$ cat src/rtl/hzu_pkg.sv
package hzu_pkg;
   typedef enum logic [1:0] {
      SEL_REGFILE = 2'b00,
      SEL_WB      = 2'b01,
      SEL_MEM     = 2'b10
   } byp_sel_e;

   typedef enum logic [1:0] {
      POL_HOLD    = 2'b00,
      POL_PREDICT = 2'b01,
      POL_DELAY   = 2'b10,
      POL_HOLD2   = 2'b11
   } br_policy_e;

   localparam int unsigned NUM_SRC = 2;
endpackage

$ cat src/rtl/hzu_fwd_pick.sv
module hzu_fwd_pick
   import hzu_pkg::*;
#(
   parameter int unsigned REG_AW     = 5,
   parameter bit          ZERO_FIXED = 1'b1
) (
   input  logic [REG_AW-1:0] src,
   input  logic [REG_AW-1:0] near_dst,
   input  logic              near_wr,
   input  logic              near_ready,
   input  logic [REG_AW-1:0] far_dst,
   input  logic              far_wr,
   output logic [1:0]        sel
);
   logic near_live;
   logic far_live;
   logic near_hit;
   logic far_hit;

   generate
      if (ZERO_FIXED) begin : g_zero_fixed
         assign near_live = near_wr && (near_dst != '0);
         assign far_live  = far_wr  && (far_dst  != '0);
      end else begin : g_zero_plain
         assign near_live = near_wr;
         assign far_live  = far_wr;
      end
   endgenerate

   assign near_hit = near_live && near_ready && (near_dst == src);
   assign far_hit  = far_live && (far_dst == src);

   always_comb begin
      if (near_hit)     sel = SEL_MEM;
      else if (far_hit) sel = SEL_WB;
      else              sel = SEL_REGFILE;
   end

   always_comb begin
      assert_sel_legal_R1: assert ($onehot0(sel));
      if (ZERO_FIXED && src == '0)
         assert_no_zero_bypass_R2: assert (sel == SEL_REGFILE);
   end
endmodule

$ cat src/rtl/hzu_stall_detect.sv
module hzu_stall_detect
   import hzu_pkg::*;
#(
   parameter int unsigned REG_AW     = 5,
   parameter bit          ZERO_FIXED = 1'b1
) (
   input  logic [REG_AW-1:0] id_src_a,
   input  logic [REG_AW-1:0] id_src_b,
   input  logic              id_is_branch,
   input  logic [REG_AW-1:0] ex_dst,
   input  logic              ex_wr,
   input  logic              ex_is_load,
   input  logic [REG_AW-1:0] mem_dst,
   input  logic              mem_wr,
   input  logic              mem_is_load,
   output logic              load_use,
   output logic              br_wait,
   output logic              stall
);
   logic [REG_AW-1:0]  srcs [NUM_SRC];
   logic [NUM_SRC-1:0] ex_hit;
   logic [NUM_SRC-1:0] mem_hit;
   logic               ex_live;
   logic               mem_live;

   assign srcs[0] = id_src_a;
   assign srcs[1] = id_src_b;

   generate
      if (ZERO_FIXED) begin : g_zero_fixed
         assign ex_live  = ex_wr  && (ex_dst  != '0);
         assign mem_live = mem_wr && (mem_dst != '0);
      end else begin : g_zero_plain
         assign ex_live  = ex_wr;
         assign mem_live = mem_wr;
      end

      for (genvar i = 0; i < NUM_SRC; i++) begin : g_src
         assign ex_hit[i]  = ex_live  && (ex_dst  == srcs[i]);
         assign mem_hit[i] = mem_live && (mem_dst == srcs[i]);
      end
   endgenerate

   assign load_use = ex_is_load && (|ex_hit);
   assign br_wait  = id_is_branch && ((|ex_hit) || (mem_is_load && (|mem_hit)));
   assign stall    = load_use || br_wait;

   always_comb begin
      if (!id_is_branch)
         assert_nonbranch_wait_R4: assert (!br_wait);
   end
endmodule

$ cat src/rtl/hzu_flow_ctrl.sv
module hzu_flow_ctrl
   import hzu_pkg::*;
(
   input  logic       stall,
   input  logic       id_is_branch,
   input  logic       id_br_taken,
   input  logic [1:0] br_policy,
   output logic       pc_hold,
   output logic       ifid_hold,
   output logic       idex_bubble,
   output logic       ifid_flush
);
   br_policy_e pol;
   logic       resolved;

   assign pol      = br_policy_e'(br_policy);
   assign resolved = id_is_branch && !stall;

   always_comb begin
      pc_hold     = 1'b0;
      ifid_hold   = 1'b0;
      idex_bubble = 1'b0;
      ifid_flush  = 1'b0;
      if (stall) begin
         pc_hold     = 1'b1;
         ifid_hold   = 1'b1;
         idex_bubble = 1'b1;
      end else if (resolved) begin
         unique case (pol)
            POL_PREDICT: ifid_flush = id_br_taken;
            POL_DELAY:   ifid_flush = 1'b0;
            default: begin
               ifid_flush = 1'b1;
               pc_hold    = !id_br_taken;
            end
         endcase
      end
   end

   always_comb begin
      if (stall)
         assert_stall_beats_flush_R9: assert (!ifid_flush);
      if (pol == POL_DELAY)
         assert_delay_no_flush_R8: assert (!ifid_flush);
      if (!id_is_branch && !stall)
         assert_quiet_when_idle_R10: assert (!pc_hold && !ifid_flush);
   end
endmodule

$ cat src/rtl/pipe_hazard_ctrl.sv
module pipe_hazard_ctrl
   import hzu_pkg::*;
#(
   parameter int unsigned REG_AW     = 5,
   parameter bit          ZERO_FIXED = 1'b1
) (
   input  logic [REG_AW-1:0] id_src_a,
   input  logic [REG_AW-1:0] id_src_b,
   input  logic              id_is_branch,
   input  logic              id_br_taken,
   input  logic [REG_AW-1:0] ex_src_a,
   input  logic [REG_AW-1:0] ex_src_b,
   input  logic [REG_AW-1:0] ex_dst,
   input  logic              ex_wr,
   input  logic              ex_is_load,
   input  logic [REG_AW-1:0] mem_dst,
   input  logic              mem_wr,
   input  logic              mem_is_load,
   input  logic [REG_AW-1:0] wb_dst,
   input  logic              wb_wr,
   input  logic [1:0]        br_policy,
   output logic [1:0]        ex_sel_a,
   output logic [1:0]        ex_sel_b,
   output logic [1:0]        br_sel_a,
   output logic [1:0]        br_sel_b,
   output logic              pc_hold,
   output logic              ifid_hold,
   output logic              idex_bubble,
   output logic              ifid_flush
);
   localparam int unsigned MAX_AW = 8;

   generate
      if (REG_AW < 1 || REG_AW > MAX_AW) begin : g_bad_aw
         $error("pipe_hazard_ctrl: REG_AW out of range");
      end
   endgenerate

   logic [REG_AW-1:0] ex_srcs [NUM_SRC];
   logic [REG_AW-1:0] id_srcs [NUM_SRC];
   logic [1:0]        ex_sel  [NUM_SRC];
   logic [1:0]        br_sel  [NUM_SRC];
   logic              load_use;
   logic              br_wait;
   logic              stall;

   assign ex_srcs[0] = ex_src_a;
   assign ex_srcs[1] = ex_src_b;
   assign id_srcs[0] = id_src_a;
   assign id_srcs[1] = id_src_b;

   generate
      for (genvar i = 0; i < NUM_SRC; i++) begin : g_opnd
         hzu_fwd_pick #(.REG_AW(REG_AW), .ZERO_FIXED(ZERO_FIXED)) u_ex_pick (
            .src        (ex_srcs[i]),
            .near_dst   (mem_dst),
            .near_wr    (mem_wr),
            .near_ready (1'b1),
            .far_dst    (wb_dst),
            .far_wr     (wb_wr),
            .sel        (ex_sel[i])
         );
         hzu_fwd_pick #(.REG_AW(REG_AW), .ZERO_FIXED(ZERO_FIXED)) u_br_pick (
            .src        (id_srcs[i]),
            .near_dst   (mem_dst),
            .near_wr    (mem_wr),
            .near_ready (!mem_is_load),
            .far_dst    (wb_dst),
            .far_wr     (wb_wr),
            .sel        (br_sel[i])
         );
      end
   endgenerate

   assign ex_sel_a = ex_sel[0];
   assign ex_sel_b = ex_sel[1];
   assign br_sel_a = br_sel[0];
   assign br_sel_b = br_sel[1];

   hzu_stall_detect #(.REG_AW(REG_AW), .ZERO_FIXED(ZERO_FIXED)) u_stall (
      .id_src_a     (id_src_a),
      .id_src_b     (id_src_b),
      .id_is_branch (id_is_branch),
      .ex_dst       (ex_dst),
      .ex_wr        (ex_wr),
      .ex_is_load   (ex_is_load),
      .mem_dst      (mem_dst),
      .mem_wr       (mem_wr),
      .mem_is_load  (mem_is_load),
      .load_use     (load_use),
      .br_wait      (br_wait),
      .stall        (stall)
   );

   hzu_flow_ctrl u_flow (
      .stall        (stall),
      .id_is_branch (id_is_branch),
      .id_br_taken  (id_br_taken),
      .br_policy    (br_policy),
      .pc_hold      (pc_hold),
      .ifid_hold    (ifid_hold),
      .idex_bubble  (idex_bubble),
      .ifid_flush   (ifid_flush)
   );

   always_comb begin
      if (ifid_hold)
         assert_hold_set_R3: assert (pc_hold && idex_bubble && !ifid_flush);
      if (load_use)
         assert_loaduse_holds_R3: assert (ifid_hold);
      if (br_wait)
         assert_branch_waits_R4: assert (ifid_hold && !ifid_flush);
   end
endmodule

$ cat config.mk
export PLATFORM = sky130hd
export DESIGN_NAME = pipe_hazard_ctrl
export DESIGN_NICKNAME = d
export VERILOG_FILES = /design/src/rtl/hzu_pkg.sv /design/src/rtl/hzu_fwd_pick.sv /design/src/rtl/hzu_stall_detect.sv /design/src/rtl/hzu_flow_ctrl.sv /design/src/rtl/pipe_hazard_ctrl.sv
export SDC_FILE = /design/constraint.sdc
export NUM_CORES = 1
export LEC_CHECK = 0
export ABC_AREA = 1
export ABC_CLOCK_PERIOD_IN_PS = 940
export BUFFER_PORTS_ARGS = -buffer_cell sky130_fd_sc_hd__buf_4
export CORE_ASPECT_RATIO = 1.75
export CORE_MARGIN = 2
export CORE_UTILIZATION = 45
export DETAILED_ROUTE_END_ITERATION = 12
export PLACE_DENSITY_LB_ADDON = 0.08
export SLEW_MARGIN = 20
export SYNTH_ARGS = -nofsm -noshare
export SYNTH_HDL_FRONTEND = slang
export SYNTH_HIERARCHICAL = 1
export SYNTH_SLANG_ARGS = --single-unit
$ cat constraint.sdc
create_clock -name vclk -period 0.94
set_input_delay 0.047 -clock vclk [all_inputs]
set_output_delay 0.047 -clock vclk [all_outputs]
set_load 0.005 [all_outputs]
==> After elaboration in Yosys (flattened, before gate mapping) <==
Cells that the tools add are included.
{ "totals": {"ff_bits": 0, "output_inout_bits": 12, "elab_cells": 58} }
{ "classes": {"eq_ne": 12, "n_mux": 15, "n_reduce_logical": 31} }
{ "op_table": {"columns": ["operator", "n"], "rows": [
  ["5-bit equality test", 10],
  ["1-bit logical AND", 20],
  ["5-bit nonzero test", 3],
  ["1-bit 2-to-1 mux", 10],
  ["2-bit 2-to-1 mux", 4],
  ["2-bit OR reduction", 3],
  ["1-bit logical NOT", 3],
  ["2-bit by 1-bit equality test with 1-bit output (second input constant)", 1],
  ["2-bit equality test (second input constant)", 1],
  ["1-bit logical OR", 2],
  ["1-bit one-hot mux with 2 select lines", 1]
]} }

==> Depth between registers and ports, before layout <==
Gate-level depths: netlist of run 1.
{ "depth": {"ltp_word": 12, "mapped_depth": 13, "ltp_nobuf": 13} }

==> Hierarchy <==
Netlist of run 1, hierarchy kept.
{ "modules_own_cells": {"columns": ["module", "n_inst", "cells_each", "area_each_um2"], "rows": [
  ["hzu_fwd_pick", 4, 58, 232.7],
  ["hzu_stall_detect", 1, 97, 402.9],
  ["hzu_flow_ctrl", 1, 16, 88.8],
  ["pipe_hazard_ctrl", 1, 2, 7.5]
]} }

==> Least setup slack after synthesis of run 1 <==
Ideal clock, no wire load.
{ "synth_timing": {"kind": "in2out", "from": "in ex_dst[2]", "to": "out ifid_flush", "arrival_ps": 831, "required_time_ps": 893, "path_slack_ps": 62, "stages": 11, "path_buffers": 0, "cell_sequence": "inv_1 > nand4_1 > o21ai_0 > inv_1 > nand2_1 > nand2_1 > nand2_1 > nand2_1 > inv_1 > nand2_1 > nor2_2"} }
{ "synth_between": {"elab_chain_cells": 11} }
{ "synth_lines": {"columns": ["element", "line_no", "source"], "rows": [
  ["start, declared", "pipe_hazard_ctrl.sv:13", "input logic [REG_AW-1:0] ex_dst,"],
  ["5-bit nonzero test", "hzu_stall_detect.sv:31", "assign ex_live = ex_wr && (ex_dst != '0);"],
  ["1-bit logical AND", "hzu_stall_detect.sv:31", null],
  ["1-bit logical AND", "hzu_stall_detect.sv:39", "assign ex_hit[i] = ex_live && (ex_dst == srcs[i]);"],
  ["2-bit OR reduction (*)", "hzu_stall_detect.sv:44, hzu_stall_detect.sv:45", null],
  ["1-bit logical OR", "hzu_stall_detect.sv:45", "assign br_wait = id_is_branch && ((|ex_hit) || (mem_is_load && (|mem_hit)));"],
  ["1-bit logical AND", "hzu_stall_detect.sv:45", null],
  ["1-bit logical OR (*)", "hzu_stall_detect.sv:46", "assign stall = load_use || br_wait;"],
  ["via stall", "pipe_hazard_ctrl.sv:45", "logic stall;"],
  ["1-bit logical NOT", null, null],
  ["1-bit logical AND", "hzu_flow_ctrl.sv:17", "assign resolved = id_is_branch && !stall;"],
  ["1-bit 2-to-1 mux", "hzu_flow_ctrl.sv:28", "end else if (resolved) begin"],
  ["1-bit 2-to-1 mux (*)", "hzu_flow_ctrl.sv:24", "if (stall) begin"],
  ["end, declared", "pipe_hazard_ctrl.sv:29", "output logic ifid_flush"]
]} }
Mark *: on every way through the listed nets, which the timed path passes. The rest lies on a longest branch.

==> Worst setup path after layout of run 1 <==
{ "layout_timing": {"from": "in mem_dst[0]", "to": "out ifid_flush"} }
{ "layout_between": {"elab_chain_cells": 12} }
{ "layout_lines": {"columns": ["element", "line_no", "source"], "rows": [
  ["start, declared", "pipe_hazard_ctrl.sv:16", "input logic [REG_AW-1:0] mem_dst,"],
  ["5-bit nonzero test", "hzu_stall_detect.sv:32", "assign mem_live = mem_wr && (mem_dst != '0);"],
  ["1-bit logical AND", "hzu_stall_detect.sv:32", null],
  ["1-bit logical AND", "hzu_stall_detect.sv:40", "assign mem_hit[i] = mem_live && (mem_dst == srcs[i]);"],
  ["2-bit OR reduction (*)", "hzu_stall_detect.sv:45", null],
  ["1-bit logical AND (*)", "hzu_stall_detect.sv:45", null],
  ["1-bit logical OR (*)", "hzu_stall_detect.sv:45", null],
  ["1-bit logical AND (*)", "hzu_stall_detect.sv:45", null],
  ["1-bit logical OR (*)", "hzu_stall_detect.sv:46", null],
  ["1-bit logical NOT", null, null],
  ["1-bit logical AND", "hzu_flow_ctrl.sv:17", null],
  ["1-bit 2-to-1 mux", "hzu_flow_ctrl.sv:28", null],
  ["1-bit 2-to-1 mux (*)", "hzu_flow_ctrl.sv:24", null]
]} }
Mark *: on every way between the ends. The rest lies on a longest branch, timed or not.

==> impl_metrics.yaml, run 1 <==
die:
  core_area_um2: 3074
  fp.dieW_um: 46.50
  die_area_um2: 3645
  rows: 27
  die_y_um: 78.38
  num_io_pins: 56
  start_util: 0.4628
sta:
  rsz0062_at_grt: "true"
  max_freq_mhz: 847.3
  setup_viol: 8
  setup_tns_ns: -0.9228
  finalCritPeriodShare: 1.256
  worst_slack_ns: -0.2402
  period_needed_ns: 1.180
  drv_slew: 0
  hold_viol_final: 0
power_and_ir_drop:
  p_seq_frac: 0
  pwr_density_cell_nw_per_um2: 425.4
  p_sw_w: 0.0005298
  p_int_w: 0.0004963
  p_clk_frac: 0
  total_power_w: 0.001026
  p_leak_nw: 1.513
  switching_share: 0.5163
  ir_drop_mv: 0.2810
  power_frac_comb: 1.000
setup_path:
  arrival_ns: 1.13
  criticalPathCategory: "in -> out"
  crit_path_end_kind: "primary output"
  startpoint_type: "primary input"
  crit_path_max_incr_delay_ns: 0.15
  cp_slowest_cell: "nor2_1"
  startpoint: "mem_dst[0]"
  cpMostUsedCell: "nand2_1"
  crit_chain: "buf_12, inv_1, nand2_1, nand2_1, nor2_1, nand3_1, nand2_1, nand2_1, nand2_1, nand2_1, nand2_2, inv_2, nand2_2, nor2_2, buf_4"
  crit_required_ns: 0.89
  cp_max_fo: 7
routing:
  postRouteAntennaNets: 0
  via_count: 2199
  drc: 0
  drtIter0Drc: 55
  post_drt_wl_per_cell_um: 10.76
  drt_first_pass_iters: 4
  vias_per_cell: 4.791
  wl_um: 4938
placed_design:
  portBuffers: 56
  gp_congestion: 0.8491
  dp_slack_ns: -0.2559
  dpl.hpwl_um: 3723
logic_synthesis:
  synth_area_per_cell_um2: 4.124
  syn_area_um2: 1423
  synth_cells: 345
  yosysWarnings: 6
cells_and_area:
  regArea_um2: 0
  syn_to_final_growth_pct: 69.57
  clock_buffers: 0
  nFlopsAndLatches: 0
  fill_cells: 262
  layout.nets: 464
  diodes: 0
  multiInputGateArea_um2: 1244
  layout-drive-gt1-share: 0.4014
global_routing:
  grt_pass1_wl_um: 7217
  antenna_found_initial: 0
  first_global_vias: 1782
  track_usage: 0.2574
  grt_max_degree: 9
  grt_overflow_total: 0
outcome:
  violations: "setup timing"
  status: "complete, but fails checks"
job:
  cap_viol_max_count: 0
worst_hold_path:
  hold_class: "in -> out"
  hold_start: "id_is_branch"
-- critical path, delay by kind of cell --
family	cells	cell delay, ns
and+or+nand+nor	11	0.76
buffers and inverters	4	0.33
-- placed cells by master, fill, tap and decap left out --
master	count
nand4_1	5
nand3_2	4
buf_4	42
o21ai_0	4
nor2_1	25
a21oi_2	3
buf_8	6
nand3_1	12
nand2_2	30
ha_1	2
inv_2	26
inv_4	7
inv_1	49
xnor2_1	4
buf_6	21
nor3_4	1
a21oi_1	5
conb_1	2
xor2_1	1
o21ai_1	1
nor2_4	3
buf_16	1
nor2_2	17
buf_12	6
nand2_1	139
-- layout make-up --
cell class | count | area share
multi-input cells | 258 | 0.5156
repair buffers | 76 | 0.3273
inverters | 82 | 0.1349
well taps | 43 | 0.02230
-- routing by layer --
layer	vias up	GRT usage	routed length [µm]
met2	74	0.5222	2792
met1	969	0.2638	1754
met3	16	0.006897	210
met4	0	0.05143	180
li1	1140	-	-
met5	-	0	0
-- worst paths after layout --
check	slack (ns)	depth (start not counted)	to
max	-0.24	15	ifid_flush
min	0.40	4	ifid_flush
-- power groups by stage --
stage          registers, W  clock network, W  logic [W]
6_report                  0                 0    0.00103
5_1_grt                   0                 0    0.00112
4_1_cts                   0                 0   0.000894
3_5_place_dp              0                 0   0.000785
3_3_place_gp              0                 0   0.000779
2_1_floorplan             0                 0   0.000380
-- what timing repair did --
action | 4_1_cts | 5_1_grt
resized for setup | 59 | 85
pin swaps | 28 | 42
gates cloned | 1 | 0
hold buffers | 0 | 0
hold endpoints to repair | 0 | 0
endpoints found under the setup margin | 12 | 12
buffers inserted | 1 | 0
-- per-stage QoR --
stage | utilization | std cells | hold slack, ns | instance area, µm²
after global routing | 0.7847 | 459 | 0.4231 | 2412
after floorplan | - | 346 | 0.1892 | 1426
after CTS | 0.7159 | 459 | 0.4103 | 2201
after global placement | 0.6475 | 457 | 0.4124 | 1991
final | 0.7847 | 459 | 0.4043 | 2412
after detailed placement | 0.6475 | 457 | 0.4058 | 1991
Power figures use the tool's default switching activity.
==> run 2, diff against run 1 <==
Settings changed: CORE_ASPECT_RATIO 1.75 to unset, REMOVE_ABC_BUFFERS set to 1, SYNTH_HIERARCHICAL 1 to unset.
==> run 2 against run 1 <==
Compared with the run above: the run still ends with setup timing left; routed wire length is 43% lower; synthesized cell count is 49% lower; combinational power decreased by 38%; largest cell class unchanged.
==> impl_metrics.yaml, run 2 <==
logic_synthesis:
  syn_area_um2: 991.0
  synth_area_per_cell_um2: 5.663
  yosys-top-cells-count: "nand2_1 (52), inv_1 (24), xnor2_1 (22)"
  synthDistinctLibCells: 25
  synth_cells: 175
  yosysWarnings: 0
  yosysMostFrequentCell: "nand2_1"
  synth-seq-area-share: 0
  synth_area_leaders: "nand2_1 (20%), xnor2_1 (19%), xor2_1 (11%)"
  synth_top_cell_area_share: 0.1970
  yosysTopAreaCell: "nand2_1"
outcome:
  violations: "setup timing"
  status: "complete, but fails checks"
die:
  die_area_um2: 2593
  start_util: 0.4901
  core_area_um2: 2022
  num_io_pins: 56
  die_y_um: 50.93
  rows: 16
  fp.dieW_um: 50.93
placed_design:
  dp_slack_ns: -0.08552
  portBuffers: 56
  dpl.hpwl_um: 2433
  gp_congestion: 0.8718
sta:
  setup_viol: 3
  max-slew-margin-rel: 0.8595
  hold_viol_final: 0
  max_freq_mhz: 1004
  finalCritPeriodShare: 1.059
  worst_slack_ns: -0.05559
  rsz0062_at_grt: "true"
  period_needed_ns: 0.9956
  tightest_slew_ns: 0.2092
  drv_slew: 0
setup_path:
  cp_max_fo: 5
  startpoint: "mem_dst[2]"
  crit_path_end_kind: "primary output"
  crit_path_max_incr_delay_ns: 0.19
  crit_chain: "buf_4, inv_2, nand2_1, nand2_1, nor2_1, nand3_2, nor2_1, nor2_1, buf_4"
  cp_slowest_cell: "nor2_1"
  crit_required_ns: 0.89
  startpoint_type: "primary input"
  criticalPathCategory: "in -> out"
  cp_top_family: "simple AND/OR/NAND/NOR gates"
  cpMostUsedCell: "nor2_1"
  worst-path-buf-inv: 3
  arrival_ns: 0.95
global_routing:
  track_usage: 0.2266
  antenna_found_initial: 0
  first_global_vias: 1140
  grt_pass1_wl_um: 4671
  grt_max_degree: 7
  grt_overflow_total: 0
cells_and_area:
  layout-drive-gt1-share: 0.4279
  diodes: 0
  nFlopsAndLatches: 0
  clock_buffers: 0
  final_util: 0.7339
  layout.nets: 270
  fill_cells: 190
  regArea_um2: 0
  most-common-layout-cells: "buf_4 (53), nand2_1 (45), xnor2_1 (21)"
  layout_commonest_cell: "buf_4"
  syn_to_final_growth_pct: 49.75
routing:
  wl_um: 2812
  vias_per_cell: 4.695
  via_count: 1169
  drt_first_pass_iters: 4
  drc: 0
  postRouteAntennaNets: 0
  post_drt_wl_per_cell_um: 11.29
  drtIter0Drc: 29
job:
  cap_viol_max_count: 0
power_and_ir_drop:
  p_leak_nw: 0.8031
  ir_drop_mv: 0.3146
  pwr_density_cell_nw_per_um2: 432.4
worst_hold_path:
  hold_class: "in -> out"
  hold_start: "mem_wr"
-- run 2: report_power, final --
| part | switching, W | internal, W | leakage (nW) |
|---|---|---|---|
| clock network | 0 | 0 | 0 |
| registers | 0 | 0 | 0 |
| logic | 0.000305 | 0.000337 | 0.803 |
| total | 0.000305 | 0.000337 | 0.803 |
-- run 2: repair_timing --
| item | CTS | global route |
|---|---|---|
| buffers inserted | 0 | 0 |
| endpoints found under the hold margin | 0 | 0 |
| pin swaps | 10 | 15 |
| endpoints found under the setup margin | 8 | 12 |
| gates resized for setup | 5 | 33 |
| hold buffers | 0 | 0 |
-- run 2: worst paths after layout --
check | to | slack [ns] | cells past startpoint
max | br_sel_b[0] | -0.06 | 9
min | ex_sel_a[1] | 0.47 | 4
-- run 2: metrics by stage --
step	hold WS (ns)	instances	total power [W]	TNS [ns]	area, µm²
2_1_floorplan	0.2029	161	0.0002701	0	888.4
3_3_place_gp	0.4545	249	0.0005691	-0.1652	1380
3_5_place_dp	0.4680	249	0.0005832	-0.3044	1380
4_1_cts	0.4609	249	0.0005978	-0.1845	1401
5_1_grt	0.4832	249	0.0007081	-0.5988	1484
6_report	0.4690	249	0.0006416	-0.1053	1484
-- run 2: cell families after synthesis --
| group | Yosys count | share of synthesized area |
|---|---|---|
| and+or+nand+nor | 95 | 0.4419 |
| buffers and inverters | 39 | 0.1982 |
| xor gates and xnor gates | 35 | 0.3093 |
| AOI/OAI and AO/OA | 4 | 0.02526 |
| adders and majority gates | 2 | 0.02525 |
-- run 2: cell type report --
class                           count  area, µm²  share of cell area
Multi-Input combinational cell    136      850.8              0.5734
Tap cell                           27      33.78             0.02277
Timing Repair Buffer               61      503.0              0.3390
Inverter                           25      96.34             0.06492
-- run 2: layer usage --
metal / up-vias / routed length [µm] / GRT usage
li1: 617 / - / -
met1: 519 / 1263 / 0.2847
met2: 33 / 1431 / 0.4459
met3: 0 / 117 / 0.005848
met4: 0 / 0 / 0.004505
met5: - / 0 / 0
==> run 3, diff against run 2 <==
Settings changed: CAP_MARGIN set to 30, CORE_MARGIN 2 to unset, SETUP_SLACK_MARGIN set to 0.1.
==> run 3 against run 2 <==
Compared with the run above: combinational power up 5.3%; count of clock-buffer cells in the layout unchanged; global-route usage down 0.54 points; sequential cell count unchanged; routed wire length down 4.8%; hold slack worse by 0.026 ns; maximum frequency up 2.4%; utilization up 3.9 points; design area up 5.3%; critical path type unchanged; via count unchanged; the run still ends with setup timing left.
==> impl_metrics.yaml, run 3 (synthesized netlist as in run 2, its figures left out) <==
outcome:
  status: "complete, but fails checks"
  violations: "setup timing"
placed_design:
  placed_area_um2: 1373
  portBuffers: 56
  dpl.hpwl_um: 2192
  gp_congestion: 0.8942
  dp_slack_ns: -0.08168
cells_and_area:
  final_util: 0.7729
  syn_to_final_growth_pct: 57.70
  layout_commonest_cell: "buf_4"
  regArea_um2: 0
  clock_buffers: 0
  layout.nets: 269
  diodes: 0
  layout-drive-gt1-share: 0.4525
  fill_cells: 165
  nFlopsAndLatches: 0
  most-common-layout-cells: "buf_4 (44), nand2_1 (43), xnor2_1 (22)"
  multiInputGateArea_um2: 864.6
  stdcell_area_um2: 1563
power_and_ir_drop:
  ir_drop_mv: 0.3033
  switching_share: 0.4623
  power_frac_comb: 1.000
  p_leak_nw: 0.8195
  p_seq_frac: 0
  p_clk_frac: 0
  p_int_w: 0.0003633
  pwr_density_cell_nw_per_um2: 432.4
  total_power_w: 0.0006757
  p_sw_w: 0.0003124
sta:
  worst_slack_ns: -0.03237
  tightest_slew_ns: 0.1868
  finalCritPeriodShare: 1.034
  period_needed_ns: 0.9724
  hold_viol_final: 0
  rsz0062_at_grt: "true"
  setup_tns_ns: -0.03237
  setup_viol: 1
  drv_slew: 0
  max-slew-margin-rel: 0.8750
  max_freq_mhz: 1028
setup_path:
  cpMostUsedCell: "nand2_2"
  crit_path_max_incr_delay_ns: 0.13
  cp_top_family: "simple AND/OR/NAND/NOR gates"
  cp_slowest_cell: "buf_4"
  crit_path_end_kind: "primary output"
  criticalPathCategory: "in -> out"
  worst-path-buf-inv: 2
  crit_chain: "buf_8, nand2_1, nand2_2, nor2_2, nand3_1, nand2_1, nand2_2, nand2_2, nor2_2, buf_4"
  arrival_ns: 0.93
  cp_max_fo: 5
  crit_required_ns: 0.89
  startpoint_type: "primary input"
die:
  fp.dieW_um: 48.93
  rows: 16
  start_util: 0.4901
  core_area_um2: 2022
  die_area_um2: 2394
  die_y_um: 48.93
  num_io_pins: 56
global_routing:
  grt_max_degree: 7
  track_usage: 0.2212
  first_global_vias: 1062
  grt_overflow_total: 0
  grt_pass1_wl_um: 4436
  antenna_found_initial: 0
routing:
  postRouteAntennaNets: 0
  wl_um: 2676
  via_count: 1169
  drc: 0
  vias_per_cell: 4.714
  drt_first_pass_iters: 4
  post_drt_wl_per_cell_um: 10.79
  drtIter0Drc: 20
cts:
  cts_hold_buf: 0
worst_hold_path:
  hold_class: "in -> out"
job:
  cap_viol_max_count: 0
-- run 3: area by class of cell --
| cell class | instances | area share |
|---|---|---|
| Multi-Input combinational cell | 136 | 0.5532 |
| Tap cell | 27 | 0.02162 |
| Inverter | 25 | 0.06966 |
| Timing Repair Buffer | 60 | 0.3555 |
-- run 3: path summary, 6_finish.rpt --
| path | startpoint | endpoint | slack, ns | depth (start not counted) |
|---|---|---|---|---|
| max | mem_dst[1] | ifid_flush | -0.03 | 10 |
| min | id_is_branch | pc_hold | 0.44 | 4 |
-- run 3: layer usage --
layer,wire [µm],track usage
met5,0,0
met3,119,0.006231
met1,1179,0.2955
met4,0,0
met2,1376,0.4144
-- run 3: tightest hold or removal path, stage by stage --
cell and delay [ns]:
buf_4 0.10, nand3_1 0.07, nand3_1 0.08, buf_4 0.10
-- run 3: per-stage QoR --
stage	cells	hold slack, ns
detailed placement	248	0.4454
global placement	248	0.4541
finish	248	0.4432
CTS	248	0.4453
floorplan	161	0.2029
global route	248	0.4664
-- run 3: power by group through the flow --
stage	Combinational (W)	Sequential [W]	Clock, W
final	0.000676	0	0
after global routing	0.000741	0	0
after CTS	0.000620	0	0
after detailed placement	0.000572	0	0
after global placement	0.000565	0	0
after floorplan	0.000270	0	0
-- run 3: what timing repair did --
action | in CTS | in global routing
pin swaps | 22 | 15
setup buffers | 0 | 0
gates cloned | 0 | 0
resized for setup | 29 | 35
setup endpoints to repair | 12 | 12
